<file path="config.mk">
export PLATFORM = sky130hd
export DESIGN_NAME = pio_seq
export DESIGN_NICKNAME = d
export VERILOG_FILES = /design/src/rtl/pio_seq.sv
export SDC_FILE = /design/constraint.sdc
export NUM_CORES = 1
export LEC_CHECK = 0
export BUFFER_PORTS_ARGS = -buffer_cell sky130_fd_sc_hd__buf_2
export CAP_MARGIN = 10
export CORE_MARGIN = 5
export CORE_UTILIZATION = 40
export CTS_CLUSTER_SIZE = 14
export DETAILED_ROUTE_END_ITERATION = 7
export SYNTH_ARGS = -nofsm -noshare
export SYNTH_HDL_FRONTEND = slang
export SYNTH_SLANG_ARGS = --single-unit
</file>
<file path="constraint.sdc">
create_clock -name clk -period 5.1 [get_ports clk]
set_input_delay 1.02 -clock clk [delete_from_list [all_inputs] [get_ports clk]]
set_output_delay 1.02 -clock clk [all_outputs]
set_load 0.005 [all_outputs]
</file>
<file path="src/rtl/pio_seq.sv">
module pio_seq #(
  parameter int CW         = 16,
  parameter int BW         = 5,
  parameter int FRAME_MAX  = 8192,
  parameter int MAX_BLOCKS = 16
) (
  input  logic          clk,
  input  logic          rst_n,
  input  logic          cmd_start,
  input  logic          cmd_write,
  input  logic          cmd_atapi,
  input  logic [BW-1:0] cmd_blocks,
  input  logic          cap_multi,
  input  logic          pm_aggr,
  input  logic          pm_slumber_sel,
  input  logic          last_cmd,
  input  logic          rx_valid,
  input  logic [1:0]    rx_type,
  input  logic          rx_irq,
  input  logic [CW-1:0] rx_count,
  input  logic          err_clr,
  output logic          send_cmd,
  output logic          send_pkt,
  output logic          send_data,
  output logic [CW-1:0] tx_len,
  output logic          recv_data,
  output logic          cmd_done,
  output logic          irq_req,
  output logic          pm_partial,
  output logic          pm_slumber,
  output logic          busy,
  output logic          err
);

  localparam logic [CW-1:0] FMAX = CW'(FRAME_MAX);
  localparam logic [1:0] T_SETUP = 2'd0, T_DATA = 2'd1, T_REG = 2'd2;

  typedef enum logic [2:0] {
    S_IDLE, S_CMD, S_WSETUP, S_PKT, S_TX, S_RX, S_WREG, S_ERR
  } st_t;

  st_t st;
  logic [CW-1:0] cnt;
  logic w_q, a_q, pkt_q;

  logic [CW-1:0] chunk;
  logic blk_bad, rx_ok;

  assign chunk   = (cnt > FMAX) ? FMAX : cnt;
  assign blk_bad = (cmd_blocks == '0) || (int'(cmd_blocks) > MAX_BLOCKS) ||
                   (!cap_multi && cmd_blocks > BW'(1));
  assign rx_ok   = (rx_type == T_DATA) && (rx_count != '0) &&
                   (rx_count <= FMAX) && (rx_count <= cnt);

  assign send_cmd  = (st == S_CMD);
  assign send_pkt  = (st == S_PKT);
  assign send_data = (st == S_TX);
  assign tx_len    = send_data ? chunk : '0;
  assign busy      = (st != S_IDLE);
  assign err       = (st == S_ERR);

  always_ff @(posedge clk or negedge rst_n) begin
    if (!rst_n) begin
      st         <= S_IDLE;
      cnt        <= '0;
      w_q        <= 1'b0;
      a_q        <= 1'b0;
      pkt_q      <= 1'b0;
      recv_data  <= 1'b0;
      cmd_done   <= 1'b0;
      irq_req    <= 1'b0;
      pm_partial <= 1'b0;
      pm_slumber <= 1'b0;
    end else begin
      recv_data  <= 1'b0;
      cmd_done   <= 1'b0;
      irq_req    <= 1'b0;
      pm_partial <= 1'b0;
      pm_slumber <= 1'b0;
      case (st)
        S_IDLE: begin
          if (rx_valid) st <= S_ERR;
          else if (cmd_start) begin
            w_q   <= cmd_write;
            a_q   <= cmd_atapi;
            pkt_q <= 1'b0;
            st    <= blk_bad ? S_ERR : S_CMD;
          end
        end
        S_CMD: st <= rx_valid ? S_ERR : S_WSETUP;
        S_WSETUP: begin
          if (rx_valid) begin
            if (rx_type != T_SETUP) st <= S_ERR;
            else if (a_q && !pkt_q) st <= S_PKT;
            else if (rx_count == '0) st <= S_ERR;
            else begin
              cnt <= rx_count;
              st  <= w_q ? S_TX : S_RX;
            end
          end
        end
        S_PKT: begin
          pkt_q <= 1'b1;
          st    <= rx_valid ? S_ERR : S_WSETUP;
        end
        S_TX: begin
          if (rx_valid) st <= S_ERR;
          else begin
            cnt <= cnt - chunk;
            if (cnt == chunk) st <= S_WREG;
          end
        end
        S_RX: begin
          if (rx_valid) begin
            if (rx_ok) begin
              recv_data <= 1'b1;
              cnt       <= cnt - rx_count;
              if (rx_count == cnt) st <= S_WREG;
            end else st <= S_ERR;
          end
        end
        S_WREG: begin
          if (rx_valid) begin
            if (rx_type == T_REG) begin
              cmd_done   <= 1'b1;
              irq_req    <= rx_irq;
              pm_slumber <= pm_aggr && last_cmd && pm_slumber_sel;
              pm_partial <= pm_aggr && last_cmd && !pm_slumber_sel;
              st         <= S_IDLE;
            end else st <= S_ERR;
          end
        end
        S_ERR: if (err_clr) st <= S_IDLE;
        default: st <= S_ERR;
      endcase
    end
  end

endmodule

</file>
# After elaboration in Yosys (flattened, before gate mapping)
# Index checks and enable logic that the tools add are counted.
[op_classes]
n_addsub = 2
order_cmp = 5
n_eq_ne = 25
mux = 46
bitwise_logic = 1
n_reduce_logical = 26
[ops]
columns = ["op", "count"]
rows = [
  ["$mux 16", 9],
  ["$pmux 16 s3", 1],
  ["$mux 3", 15],
  ["$eq 16x16->1", 2],
  ["$sub 16x16->16", 2],
  ["$ne 2x2->1 const B", 11],
  ["$pmux 3 s7", 1],
  ["$mux 1", 18],
  ["$gt 16x14->1 const B", 1],
  ["$le 16x14->1 const B", 1],
  ["$le 16x16->1", 1],
  ["$logic_not 16->1", 1],
  ["$reduce_bool 16->1", 1],
  ["$eq 3x3->1 const B", 4],
  ["$logic_and 1x1->1", 8],
  ["$reduce_and 8->1", 1],
  ["$reduce_and 7->1", 1],
  ["$eq 3x2->1 const B", 2],
  ["$ne 3x3->1 const B", 2],
  ["$reduce_and 3->1", 2],
  ["$reduce_bool 3->1", 2],
  ["$gt 5x1->1 const B", 1],
  ["$gt 5x5->1 const B", 1],
  ["$logic_not 5->1", 1],
  ["other kinds (12)", 16],
]
[totals]
register_bits = 27
input_bits = 35
output_inout_bits = 26
wordCells = 115

# Longest topological paths before layout
# Gate-level depths: netlist (run 1).
[logic_depth]
depth_word = 7
depth_mapped = 12
mapped_depth_nobuf = 12

# Worst setup path before layout (run 1)
# OpenSTA, ideal clock, no wires.
[synth_path]
path_kind = "input -> register"
start = "input rx_count[0]"
end = "register cnt[13]"
setup_time_ps = 141
arrival_time_ps = 3182
t_required_ps = 4959
setup_slack_ps = 1777
cell_stages = 10
path_buffers = 1
path_cell_list = "ha_1 -> inv_1 -> fa_1 -> a211oi_1 -> o211ai_1 -> nand2_1 -> o211ai_1 -> a41oi_2 -> clkbuf_1 -> o221ai_1"
[synth_via]
elab_chain_len = 6
word_cells_on_any_way = 14
classes_between = "1 x add/sub; 2 x order compare; 2 x eq/ne; 3 x mux; 6 x reduce/logical"
[synth_lines]
columns = ["item", "line", "rtl"]
rows = [
  ["from (decl)", "20", "input logic [CW-1:0] rx_count,"],
  ["parallel branches: the longest is 6 deep, another holds $le 16x14->1", "--", ""],
  ["to (signal assigned)", "97", "cnt <= rx_count;"],
  ["to (signal assigned)", "109", "cnt <= cnt - chunk;"],
  ["to (signal assigned)", "117", "cnt <= cnt - rx_count;"],
  ["to (decl)", "43", "logic [CW-1:0] cnt;"],
]
# Several ways; the timed one is not identified. The select of a mux whose other input is x is not followed.
# A chain may end at the register's enable or synchronous reset.

# Final worst setup path (run 1)
[layout_path]
start = "register cnt[1]"
end = "output tx_len[1]"
[layout_via]
elab_chain_len = 3
[layout_lines]
columns = ["item", "line", "rtl"]
rows = [
  ["$gt 16x14->1", "49", "assign chunk = (cnt > FMAX) ? FMAX : cnt;"],
  ["$mux 16 (*)", "49", ""],
  ["$mux 16 (*)", "58", "assign tx_len = send_data ? chunk : '0;"],
  ["to (decl)", "25", "output logic [CW-1:0] tx_len,"],
]
# Every way passes the cells marked *; elsewhere a longest branch is shown, timed or not.

==> impl_metrics.json, run 1 <==
{
  "gp_congestion": 0.9287,
  "dp_cells": 501,
  "postCtsSetupBuffers": 0,
  "portBuffers": 58,
  "grt_pass1_vias": 2643,
  "start_util": 0.4094,
  "finClkSkew_ns": 0.006601,
  "dr_total_vias": 2972,
  "vias_per_cell": 5.885,
  "tightest_slew_ns": 0.9471,
  "rsz0062_at_grt": "no",
  "synth_edf_count": 0,
  "drive_gt1_frac": 0.1932,
  "root_buffer": "clkbuf_8",
  "dr_wl_met3_um": 569,
  "fp-row-count": 30,
  "clockBufferDepth": 2,
  "layout.nets": 463,
  "hold_viol": 0,
  "reg2reg_depth": 12,
  "grt_max_degree": 28,
  "period_needed_ns": 3.783,
  "highest_layer": "met4",
  "end_kind": "output pin",
  "gr-total-overflow": 0,
  "synth_area_sq_um": 2781,
  "setup_viol": 0,
  "cts.hold.buffers_added": 0,
  "die_x_um": 93.39,
  "wl_met1_mm": 4.020,
  "met2_length_mm": 3.779,
  "postSynthAreaPerCell_sq_um": 7.748,
  "die_height_um": 93.39,
  "slew_headroom": 0.3686,
  "path_class": "flip-flop to output pin",
  "firstDrtPassIters": 5,
  "wire_per_inst_um": 16.74,
  "yosys_warnings": 0,
  "holdPathStages": 1,
  "drc_errors": 0,
  "crit_arrival_ns": 2.76,
  "leakagePower_nw": 1.536,
  "synth_ff_type": "dfrtp_1",
  "drv_slew": 0,
  "whs_ns": 0.4852,
  "hold_class": "flip-flop to flip-flop",
  "wirelength_mm": 8.453,
  "numCtsBuffers": 3,
  "synth.top_cell.area_share": 0.2429,
  "grt_first_pass_wirelength_mm": 13.69,
  "max-vdd-ir-drop_v": 0.0001700,
  "synth-async-reset-ratio": 1.000,
  "cap_violations": 0,
  "synth_cells": 359,
  "cts_tree": "yes",
  "synthTopCellsByArea": "dfrtp_1, ha_1, o21ai_0, a21oi_1, nand2_1",
  "fmax_ghz": 0.2643,
  "critPathMaxFanout": 16,
  "cts_num_sinks": 27,
  "core_sq_um": 6794,
  "cts-htree-levels": 1,
  "cts.repair.resized": 0,
  "synth-seq-cells": 27,
  "fin_tns_setup_ns": 0,
  "cp.required_ns": 4.08,
  "reg2reg_slack_ns": 1.64,
  "dieArea_sq_um": 8721,
  "ys_seq_area_frac": 0.2429,
  "synth_cell_type_count": 67,
  "post-dp-hpwl_mm": 6.603,
  "final_cells": 505,
  "diodes": 0,
  "fillers": 694,
  "power_density_nw_per_um2": 545.4,
  "synth_area_leader_cell": "dfrtp_1",
  "fin_crit_sh": 0.7418,
  "ios": 61,
  "clk_latency_ns": 0.27,
  "syn_to_final_growth_pct": 14.58,
  "antenna_left": 0,
  "start_kind": "flip-flop",
  "antenna_found_initial": 0,
  "outcome": "finished, final reports clean",
  "clk_pin_slew_worst_paths_ns": 0.09,
  "drt-initial-drc-count": 292,
  "grt_use_total": 0.1941
}
-- synthesized netlist by cell type (3+ instances only) --
master     instances
a21o_1             6
xor2_1             3
nor2_1            24
nor2b_1            5
ha_1              17
buf_4              3
a21oi_1           23
nor4_1             4
nand2_1           28
a31oi_1            4
nor3_1            14
and3_1            14
o31ai_1            8
or3_1              5
nand4_1            6
o211ai_1           3
o21bai_1           5
o21ai_0           30
o2bb2ai_1          6
mux2i_1            3
nand3_1            9
clkbuf_1          12
dfrtp_1           27
a211oi_1           7
or4_1              3
a22oi_1            5
xnor2_1            7
inv_1             27
o41ai_1            3
-- worst max-delay path, cell delays in order (launching register included) --
cell and delay, ns:
dfrtp_1 0.48, or4_4 0.62, o41ai_4 0.45, and2_0 0.57, and3_2 0.26, buf_2 0.10
-- registers in the layout (all words and copies together), names as in the netlist --
register and flops:
recv_data 1, cmd_done 1, a_q 1, cnt 16, w_q 1, irq_req 1, pm_slumber 1, pkt_q 1
pm_partial 1, st 3
-- cells by family (layout without fill, tap and decap cells) --
family | Yosys count | in the layout | synth area share
simple gates | 127 | 127 | 0.2389
flops | 27 | 27 | 0.2429
compound gates | 126 | 126 | 0.3149
buf+inv | 44 | 93 | 0.06657
fa+ha+maj | 18 | 18 | 0.08367
other cells | 2 | 3 | 0.002700
xor+xnor | 10 | 10 | 0.03149
mux | 5 | 5 | 0.01889
-- path summary, 6_finish.rpt --
kind,start,end
setup / recovery,cnt[1],tx_len[1]
hold / removal,pkt_q,pkt_q
setup reg to reg,cnt[1],cnt[12]
hold reg to reg,pkt_q,pkt_q
max in group asynchronous,rst_n,cnt[12]
min in group asynchronous,rst_n,cnt[2]
-- where the power goes --
| part | total, mW | switching, mW | internal [mW] |
|---|---|---|---|
| logic | 1.15 | 0.678 | 0.477 |
| registers | 0.463 | 0.172 | 0.291 |
| clock network | 0.121 | 0.0648 | 0.0559 |
-- routing by layer --
metal  global-route usage  vias up
met3              0.01689        9
met1               0.3024     1412
li1                     -     1441
met2               0.2859      110
met4              0.04518        0
met5                    0        -
-- stage by stage --
step	power (mW)	cell area (sq um)	setup WS, ns	utilization
floorplan	1.295	2785	1.777	-
global placement	1.594	3142	1.241	0.4624
detailed placement	1.597	3142	1.141	0.4624
CTS	1.722	3187	1.332	0.4691
global route	1.896	3187	1.164	0.4691
finish	1.738	3187	1.317	0.4691
-- cell type report --
type	instances	area, sq um	share of cell area
timing repair buffer	62	320.3	0.1005
multi-input combinational	289	1924	0.6038
tap	96	120.1	0.03769
sequential	27	675.6	0.2120
inverter	27	101.3	0.03180
clock buffer	4	45.04	0.01413
-- cells in the final DEF (no fill, tap or decap), types with 7 or more instances in the layout --
master / instances
a21oi_1: 23
nand3_1: 9
nor2_1: 24
buf_2: 58
o21ai_0: 30
and3_1: 14
inv_1: 27
nor3_1: 14
a211oi_1: 7
nand2_1: 28
xnor2_1: 7
dfrtp_1: 27
ha_1: 17
o31ai_1: 8
Note: power is estimated with default switching activity, not from simulation.
==> run 2: changes to the inputs <==
--- a/config.mk
+++ b/config.mk
@@ -5,6 +5,7 @@
 export SDC_FILE = /design/constraint.sdc
 export NUM_CORES = 1
 export LEC_CHECK = 0
+export ABC_AREA = 1
 export BUFFER_PORTS_ARGS = -buffer_cell sky130_fd_sc_hd__buf_2
 export CAP_MARGIN = 10
 export CORE_MARGIN = 5
==> constraint.sdc (replaced) <==
create_clock -name clk -period 3.5 [get_ports clk]
set_input_delay 0.7 -clock clk [delete_from_list [all_inputs] [get_ports clk]]
set_output_delay 0.7 -clock clk [all_outputs]
set_load 0.005 [all_outputs]
==> run 2 against run 1 <==
Compared with the run above:
- critical path depth rose by 1
- sequential power rose by 33%
- die area up 7.2%
- register-to-register slack worse by 0.54 ns
- first-iteration DRC count fell by 40%
- cell area rose by 7.5%
- clock-buffer cell count unchanged
==> impl_metrics.json, run 2 <==
{
  "reg2reg_slack_ns": 1.10,
  "synth_edf_count": 0,
  "synth_xor_area_frac": 0.005826,
  "wire_per_inst_um": 14.19,
  "setup_viol": 0,
  "wirelength_mm": 9.468,
  "antenna_found_initial": 0,
  "hold_class": "input port to asynchronous set/reset pin",
  "layout.nets": 622,
  "utilization": 0.4696,
  "synth-seq-cells": 27,
  "cap_violations": 0,
  "clockBufferDepth": 2,
  "top_regs": "cnt x16, st x3",
  "synth.top_cell.area_share": 0.2247,
  "largest_reg_flops": 16,
  "max-vdd-ir-drop_v": 0.0003557,
  "vias_per_cell": 5.162,
  "synth-compound-area-share": 0.1490,
  "drc_errors": 0,
  "tightest_slew_ns": 0.8739,
  "cts_num_sinks": 27,
  "numCtsBuffers": 3,
  "ios": 61,
  "cts-htree-levels": 1,
  "reg2reg_from": "cnt[0]",
  "worstPathCellList": "nor2_2, nand2_2, inv_1, a21oi_2, nor3_1, buf_2",
  "ys_seq_area_frac": 0.2247,
  "root_buffer": "clkbuf_8",
  "critPathMaxFanout": 19,
  "synth_top_cells_by_count": "nand2_1, inv_1, nor2_1",
  "antenna_left": 0,
  "portBuffers": 58,
  "power_density_nw_per_um2": 820.5,
  "grt_first_pass_wirelength_mm": 15.73,
  "grt_use_total": 0.1996,
  "slew_headroom": 0.4174,
  "rr_endpoint": "cnt[15]",
  "reg2reg_depth": 16,
  "synth_top_family_by_area": "simple AND/OR/NAND/NOR gates",
  "cp.required_ns": 2.80,
  "fp-row-count": 31,
  "outcome": "finished, final reports clean",
  "post-dp-hpwl_mm": 7.672,
  "yosys_warnings": 0,
  "drive_gt1_frac": 0.1461,
  "synth-async-reset-ratio": 1.000,
  "slowest_delay_ns": 0.65,
  "clk_pin_slew_worst_paths_ns": 0.10,
  "finClkSkew_ns": 0.005392,
  "cts.repair.resized": 0,
  "synthTopCellsByArea": "dfrtp_1, nand2_1, inv_1, nor2_1, ha_1",
  "leakagePower_nw": 1.941,
  "grt_pass1_vias": 3267,
  "grt_max_degree": 28,
  "start_kind": "flip-flop",
  "firstDrtPassIters": 6,
  "path_class": "flip-flop to output pin",
  "dr_total_vias": 3443,
  "final_common_cell": "nand2_1",
  "hold_viol": 0,
  "die_x_um": 96.70,
  "rsz0062_at_grt": "no",
  "synth_ff_type": "dfrtp_1",
  "synth_area_sq_um": 3007,
  "synth_cells": 512,
  "fillers": 824,
  "start_util": 0.4123,
  "drt-initial-drc-count": 174,
  "synth.mux.area_fraction": 0,
  "top_register": "cnt",
  "fin_crit_sh": 0.8076,
  "clk_latency_ns": 0.28,
  "period_needed_ns": 2.827,
  "end_kind": "output pin",
  "fin_tns_setup_ns": 0,
  "synth_cell_type_count": 41,
  "gp_congestion": 0.8843,
  "fmax_ghz": 0.3538,
  "dieArea_sq_um": 9351,
  "postSynthAreaPerCell_sq_um": 5.872,
  "synth_simple_gate_area_frac": 0.4228,
  "cp_slowest_cell": "a21oi_2",
  "synthAdderAreaFrac": 0.07740,
  "die_height_um": 96.70,
  "syn_to_final_growth_pct": 13.90,
  "crit_arrival_ns": 2.13,
  "final_cell_mix": "nand2_1, inv_1, nor2_1",
  "diodes": 0,
  "gr-total-overflow": 0,
  "cts.hold.buffers_added": 0,
  "postCtsSetupBuffers": 0,
  "cts_tree": "yes",
  "synth_area_leader_cell": "dfrtp_1",
  "synth_most_common_cell": "nand2_1",
  "drv_slew": 0,
  "core_sq_um": 7292
}
[run 2: worst max path at each step]
stage | endpoint | startpoint | slack (ns)
floorplan | cnt[1] | rx_count[0] | 1.18
global placement | cnt[3] | rx_count[4] | 0.84
detailed placement | cnt[3] | rx_count[6] | 0.82
CTS | tx_len[9] | cnt[14] | 0.72
global route | tx_len[9] | cnt[14] | 0.54
finish | tx_len[9] | cnt[14] | 0.67
[run 2: area by class of cell]
| cell class | count | area (sq um) | share of cell area |
|---|---|---|---|
| Tap cell | 99 | 123.9 | 0.03617 |
| Clock buffer | 4 | 45.04 | 0.01315 |
| Multi-Input combinational cell | 398 | 1981 | 0.5784 |
| Inverter | 81 | 309.0 | 0.09024 |
| Timing Repair Buffer | 58 | 290.3 | 0.08476 |
| Sequential cell | 27 | 675.6 | 0.1973 |
[run 2: per-stage QoR]
| stage | total power [mW] | std cells | hold slack (ns) | setup WS [ns] | cell area [sq um] |
|---|---|---|---|---|---|
| after floorplan | 2.105 | 513 | 0.4044 | 1.182 | 3010 |
| after global placement | 2.589 | 663 | 0.4714 | 0.8388 | 3379 |
| after detailed placement | 2.597 | 663 | 0.4835 | 0.8172 | 3379 |
| after CTS | 2.788 | 667 | 0.4572 | 0.7159 | 3425 |
| after global routing | 3.115 | 667 | 0.4907 | 0.5398 | 3425 |
| final | 2.810 | 667 | 0.4343 | 0.6734 | 3425 |
[run 2: cells by family (layout without fill, tap and decap cells)]
kind of cell | count (synthesis) | count (layout)
AOI/OAI and AO/OA | 77 | 77
xor gates and xnor gates | 2 | 2
adders and majority gates | 18 | 18
buffers and inverters | 88 | 143
DFF | 27 | 27
other | 2 | 3
and+or+nand+nor | 298 | 298
[run 2: power by group]
part | leakage (nW) | total (mW) | switching [mW] | internal, mW
clock | 0.0228 | 0.190 | 0.108 | 0.0819
sequential | 0.335 | 0.616 | 0.173 | 0.444
combinational | 1.58 | 2.00 | 1.33 | 0.671
total | 1.94 | 2.81 | 1.61 | 1.20
[run 2: critical path: cells and delay by family, from the launching register on]
kind	cells	cell delay, ns
AO/OA/AOI/OAI	1	0.65
flip-flops	1	0.49
AND/OR/NAND/NOR	3	0.41
buffers and inverters	2	0.29
[run 2: routing by layer]
metal  vias to the layer above  track usage  wire (um)
li1                       1755            -          -
met1                      1529       0.2652       4265
met2                       145       0.3392       4390
met3                        14      0.03957        676
met4                         0      0.03456        135
met5                         -            0          0
